## src/rtl/fwf_pkg.sv

```systemverilog
// Package: shared constants and reset values for the FIFO write front end.
// Assumes seven configuration registers addressed by codes 0..6, code 7 = memory.
package fwf_pkg;

    localparam int ADDR_W   = 3;
    localparam int NREG     = 7;
    localparam logic [ADDR_W-1:0] MEM_CODE = 3'b111;

    typedef enum logic [1:0] {
        WID_NARROW = 2'b00,
        WID_MID    = 2'b01,
        WID_BAD    = 2'b10,
        WID_FULL   = 2'b11
    } width_code_t;

    // Reset value of register slot idx (almost-full/empty = 8, control = 1).
    function automatic int reg_default(input int idx);
        case (idx)
            2, 4:    return 8;
            5:       return 1;
            default: return 0;
        endcase
    endfunction

endpackage

```

## src/rtl/fwf_width_mask.sv

```systemverilog
// Module: clears data bits above the width chosen by the width code.
// Assumes NARROW_W < MID_W <= DATA_W; the reserved code yields all zeros.
module fwf_width_mask #(
    parameter int DATA_W   = 36,
    parameter int NARROW_W = 9,
    parameter int MID_W    = 18
) (
    input  logic [DATA_W-1:0] din,
    input  logic [1:0]        wsel,
    output logic [DATA_W-1:0] dout
);
    import fwf_pkg::*;

    logic [DATA_W-1:0] keep;

    // Per-bit keep flag from the width code.
    for (genvar i = 0; i < DATA_W; i++) begin : g_bit
        always_comb begin
            keep[i] = (wsel == WID_FULL)
                    || ((wsel == WID_MID)    && (i < MID_W))
                    || ((wsel == WID_NARROW) && (i < NARROW_W));
        end
    end

    // Apply the mask.
    always_comb dout = din & keep;

endmodule

```

## src/rtl/fwf_addr_decode.sv

```systemverilog
// Module: turns the port address, enables and width code into register write
// strobes, a memory-write request and a reserved-width flag. Purely combinational.
module fwf_addr_decode #(
    parameter int ADDR_W = 3,
    parameter int NREG   = 7
) (
    input  logic [ADDR_W-1:0] port_addr,
    input  logic              wen_a,
    input  logic              wen_b,
    input  logic [1:0]        wsel,
    output logic [NREG-1:0]   reg_we,
    output logic              mem_go,
    output logic              width_bad
);
    import fwf_pkg::*;

    logic mem_mode;
    logic both_en;

    // Memory mode and enable qualification.
    always_comb begin
        mem_mode = (port_addr == MEM_CODE);
        both_en  = wen_a && wen_b;
    end

    // One strobe per register slot; enables intentionally unused here.
    for (genvar k = 0; k < NREG; k++) begin : g_we
        always_comb reg_we[k] = (port_addr == ADDR_W'(k));
    end

    // Memory request and reserved-width detection.
    always_comb begin
        mem_go    = mem_mode && both_en && (wsel != WID_BAD);
        width_bad = mem_mode && both_en && (wsel == WID_BAD);
    end

endmodule

```

## src/rtl/fwf_regfile.sv

```systemverilog
// Module: bank of configuration registers, each with its own reset value.
// Assumes at most one strobe in reg_we is set per cycle.
module fwf_regfile #(
    parameter int NREG  = 7,
    parameter int REG_W = 16
) (
    input  logic              clk,
    input  logic              rst_n,
    input  logic [NREG-1:0]   reg_we,
    input  logic [REG_W-1:0]  wdata,
    output logic [REG_W-1:0]  regs [NREG]
);
    import fwf_pkg::*;

    for (genvar k = 0; k < NREG; k++) begin : g_reg
        localparam logic [REG_W-1:0] RST_VAL = REG_W'(reg_default(k));
        // Slot k: reset to its default, else load on its strobe.
        always_ff @(posedge clk) begin
            if (!rst_n)
                regs[k] <= RST_VAL;
            else if (reg_we[k])
                regs[k] <= wdata;
        end
    end

endmodule

```

## src/rtl/fwf_wr_front.sv

```systemverilog
// Module: write-side front end of a synchronous FIFO. Steers each input word
// to a configuration register or, at address 3'b111, to the memory path with
// width masking. Assumes a single input clock and synchronous active-low reset.
module fwf_wr_front #(
    parameter int DATA_W   = 36,
    parameter int REG_W    = 16,
    parameter int NARROW_W = 9,
    parameter int MID_W    = 18
) (
    input  logic              clk,
    input  logic              rst_n,
    input  logic [DATA_W-1:0] din,
    input  logic [2:0]        port_addr,
    input  logic [1:0]        wsel,
    input  logic              wen_a,
    input  logic              wen_b,
    output logic              mem_we,
    output logic [DATA_W-1:0] mem_wdata,
    output logic [REG_W-1:0]  base_q,
    output logic [REG_W-1:0]  ofs_q,
    output logic [REG_W-1:0]  afull_q,
    output logic [REG_W-1:0]  parity_q,
    output logic [REG_W-1:0]  aempty_q,
    output logic [REG_W-1:0]  ctrl_q,
    output logic [REG_W-1:0]  mbox_q,
    output logic              width_err
);
    import fwf_pkg::*;

    logic [NREG-1:0]   reg_we;
    logic              mem_go;
    logic              width_bad;
    logic [DATA_W-1:0] masked;
    logic [REG_W-1:0]  regs [NREG];

    fwf_addr_decode #(.ADDR_W(ADDR_W), .NREG(NREG)) u_dec (
        .port_addr (port_addr),
        .wen_a     (wen_a),
        .wen_b     (wen_b),
        .wsel      (wsel),
        .reg_we    (reg_we),
        .mem_go    (mem_go),
        .width_bad (width_bad)
    );

    fwf_width_mask #(.DATA_W(DATA_W), .NARROW_W(NARROW_W), .MID_W(MID_W)) u_mask (
        .din  (din),
        .wsel (wsel),
        .dout (masked)
    );

    fwf_regfile #(.NREG(NREG), .REG_W(REG_W)) u_rf (
        .clk    (clk),
        .rst_n  (rst_n),
        .reg_we (reg_we),
        .wdata  (din[REG_W-1:0]),
        .regs   (regs)
    );

    // Memory strobe and data stage; data held between writes.
    always_ff @(posedge clk) begin
        if (!rst_n) begin
            mem_we    <= 1'b0;
            mem_wdata <= '0;
        end else begin
            mem_we <= mem_go;
            if (mem_go)
                mem_wdata <= masked;
        end
    end

    // Sticky reserved-width error, cleared only by reset.
    always_ff @(posedge clk) begin
        if (!rst_n)
            width_err <= 1'b0;
        else if (width_bad)
            width_err <= 1'b1;
    end

    // Register slots out to named ports.
    always_comb begin
        base_q   = regs[0];
        ofs_q    = regs[1];
        afull_q  = regs[2];
        parity_q = regs[3];
        aempty_q = regs[4];
        ctrl_q   = regs[5];
        mbox_q   = regs[6];
    end

endmodule

```

## config.mk

```make
export PLATFORM = sky130hd
export DESIGN_NAME = fwf_wr_front
export DESIGN_NICKNAME = d
export VERILOG_FILES = /design/src/rtl/fwf_pkg.sv /design/src/rtl/fwf_width_mask.sv /design/src/rtl/fwf_addr_decode.sv /design/src/rtl/fwf_regfile.sv /design/src/rtl/fwf_wr_front.sv
export SDC_FILE = /design/constraint.sdc
export NUM_CORES = 1
export LEC_CHECK = 0
export BUFFER_PORTS_ARGS = -buffer_cell sky130_fd_sc_hd__buf_4
export CORE_ASPECT_RATIO = 1.75
export CORE_MARGIN = 2
export CORE_UTILIZATION = 49
export CTS_CLUSTER_SIZE = 12
export DETAILED_ROUTE_END_ITERATION = 16
export PLACE_DENSITY = 0.84
export SYNTH_ARGS = -nofsm -noshare
export SYNTH_HDL_FRONTEND = slang
export SYNTH_SLANG_ARGS = --single-unit
```

## constraint.sdc

```tcl
create_clock -name clk -period 1.6 [get_ports clk]
set_input_delay 0.16 -clock clk [delete_from_list [all_inputs] [get_ports clk]]
set_output_delay 0.16 -clock clk [all_outputs]
set_load 0.005 [all_outputs]
```

==> results.md <==
* 772 — fill cell total of the finished layout
* 82.9 µm — width of the die
* 0 — final hold violation count
* 52 — largest net degree at the start of global routing
* 195 — count of pins on the block boundary
* 0.303 — share of cells above drive strength 1
* 0.647 — Max-slew headroom
* u_rf.regs[90] — Reg2Reg Capture Point
* flip-flops — CP top delay family
* 961 — non-filler instance count after layout
* sky130_fd_sc_hd__dfxtp_1 — Critical-path top delay cell
* 863 — final net count
* 0.934 mV — worst-case vdd ir drop
* 0.530 ns — actual transition at the worst max-transition pin
* 0 — residual DRC count
* 0 — number of routed nets with antenna violations
* 0 — Synth warnings
* 0 — final number of setup-violating endpoints
* 25900 µm — wire length of the first global-routing pass
* 150 — number of flip-flops and latches in the synthesized netlist
* 26 — library cells used by synthesis
* 0 — number of max-slew violations in the final report
* 0.0106 mm² — Core Area
* 5 — first-pass detailed-route iteration total
* 3 — Hold Path Depth
* output port — Worst Setup End Kind
* no — RSZ-0062 raised after global routing
* 0.06 ns — clock transition at the registers of the reported paths
* 1 — buffers plus inverters on the worst setup path
* 0.91 ns — worst setup slack for register-to-register paths
* 0.844 — gpl congestion
* 0 ns — final-layout setup total negative slack
* 2 — deepest clock path buffer count
* 150 — clk sink count
* 0.278 — global-route usage over all layers
* 17.4 µm — wire length per cell after detailed routing
* flop to output port — class of the most critical setup path
* input port to flop — worst min path class
* sky130_fd_sc_hd__dfxtp_1 — cell type with the highest aggregate area in the netlist
* 5169 — vias
* 628 — cells after synthesis
* 0.672 — final worst-path cycle share
* 50 — # rows
* 0.41 ns — latest clock arrival within the worst-skew pair
* buf_4 — series of cell instances along the critical path
* 673 — post-synth net total
* 0 — max-cap violations
* 2 — count of cells along the worst register-to-register path
* 0 — antenna violations before repair
* 1.44 ns — data required time of the critical path
* 0.562 — proportion of synthesized chip area in sequential cells
* width_err — Worst Hold Path EP
* sky130_fd_sc_hd__clkbuf_16 — CTS Root Buffer Type
* 1.07 ns — shortest period the worst path allows
* 2 — largest fanout on the critical path
* 4998 — vias in the first global route
* 0.91 ns — Critical Path AT
* 0.00534 mm² — Synth Cell Area
* 0 ns — worst clock skew
* 17 — CTS Buf Count
* 8.51 µm² — Avg Inst Size Synth
* 5.38 — via density per instance
* 3.21 nW — leakage component of the power
* 0.502 — Starting Density
* sky130_fd_sc_hd__dfxtp_1 (56%), sky130_fd_sc_hd__nand2_1 (17%), sky130_fd_sc_hd__a21oi_1 (10%), sky130_fd_sc_hd__a22o_1 (4.4%), sky130_fd_sc_hd__clkbuf_1 (2.4%) — main area contributors after synthesis
* flop — kind of start point of the critical path
* complete, no violations — result of the run
* 909 — Placed Cells incl. Taps
* u_rf.regs[90] — r2r startpoint
* 194 — number of buffer cells added on primary ports
* 0 — number of instances resized during post-cts repair
* 142 µm — overall die height
* done — clock tree from TritonCTS
* 0 — diodes inserted
* 0.931 GHz — maximum frequency from static timing analysis
* 0 — grt total ovfl
* 274 — violation count after the first detailed-routing iteration
* 0.562 — fraction of post-synthesis cell area in the top cell type by area
* 41.4% — Area Overhead vs Synth
* 16700 µm — Routed Wire Length
* 0.38 ns — Slowest Stage Delay on Critical Path
* 0.0118 mm² — die footprint
* wen_a — startpoint of the worst hold path
* 11900 µm — detailed placer's ending HPWL
* 4 — count of H-tree levels built during CTS
* 1100 mW/mm² — ratio of total power to cell area
-- layer usage --
metal / wire length, µm / GRT usage / part of all wire
met4: 804 / 0.156 / 0.048
met2: 8930 / 0.512 / 0.53
met5: 0 / 0 / 0
met3: 1130 / 0.0713 / 0.068
met1: 5850 / 0.282 / 0.35
-- how the worst max path moves through the flow --
stage / startpoint / to / depth (start not counted)
global placement: port_addr[2] / mem_wdata[33] / 5
CTS: mem_wdata[2] / mem_wdata[2] / 1
finish: mem_wdata[2] / mem_wdata[2] / 1
detailed placement: port_addr[2] / mem_wdata[17] / 5
global route: u_rf.regs[90] / ofs_q[10] / 1
floorplan: port_addr[2] / mem_wdata[10] / 6
-- repair_timing --
item,in CTS,in global routing
endpoints found under the hold margin,20,0
hold buffers,20,0
setup buffers,0,0
-- logic make-up after synthesis --
logic type	after synthesis	synth area share
compound gates	138	0.149
mux	9	0.0169
buf+inv	62	0.0597
simple gates	269	0.212
flops	150	0.562
-- registers in the layout (all words and copies together), names as in the netlist --
signal,flops
width_err,1
u_rf.regs,112
mem_we,1
mem_wdata,36
-- area by class of cell --
type                    count  area [µm²]  share of cell area
inverters                   2        8.76             0.00116
clock inverters            12         105              0.0139
multi-input cells         416        2020               0.268
repair buffers            231        1800               0.238
clock buffers              20         457              0.0605
flip-flops and latches    150        3000               0.398
well taps                 130         163              0.0215
-- cell usage in the layout (no fill, tap or decap), drive strengths merged, types with 2 or more instances in the layout --
| cell type | n |
|---|---|
| a21oi | 109 |
| dfxtp | 150 |
| buf | 211 |
| and3b | 3 |
| mux2i | 9 |
| nand3b | 3 |
| clkbuf | 20 |
| a22o | 27 |
| nand2 | 242 |
| nand3 | 5 |
| nor3 | 3 |
| clkinvlp | 5 |
| clkinv | 7 |
| or3b | 3 |
| nor3b | 3 |
| nor2 | 2 |
| dlygate4sd3 | 20 |
-- through the flow --
stage	hold slack [ns]	setup slack, ns	utilization	total power [mW]	area (µm²)
2_1_floorplan	0.285	0.313	-	4.29	5340
3_3_place_gp	0.372	0.244	0.639	4.61	6790
3_5_place_dp	0.377	0.197	0.639	4.63	6790
4_1_cts	0.0108	0.512	0.710	8.37	7550
5_1_grt	0.0240	0.499	0.710	8.60	7550
6_report	0.0247	0.526	0.710	8.32	7550
-- power breakdown --
group	total [mW]	internal, mW	switching (mW)
registers	3.90	3.84	0.0587
logic	0.702	0.320	0.382
clock network	3.72	2.21	1.51
-- cell usage after synthesis (all sizes together) --
cell type  instances
clkbuf            34
o31a               1
or3b               3
mux2i              9
nand2            242
nand3b             3
dfxtp            150
nor3               3
a21oi            109
nor2               2
nor4               1
and4               1
and3b              3
a22o              27
nand4              1
buf               26
nor2b              1
or3                1
nand3              5
a31oi              1
nor3b              3
inv                2
-- worst reg2reg max path, delay by kind of cell, from the launching register on --
| family | cells | cell delay [ns] |
|---|---|---|
| AO/OA/AOI/OAI | 1 | 0.19 |
| flip-flops | 1 | 0.35 |
| AND/OR/NAND/NOR | 1 | 0.07 |
(Power assumes the default switching activity.)
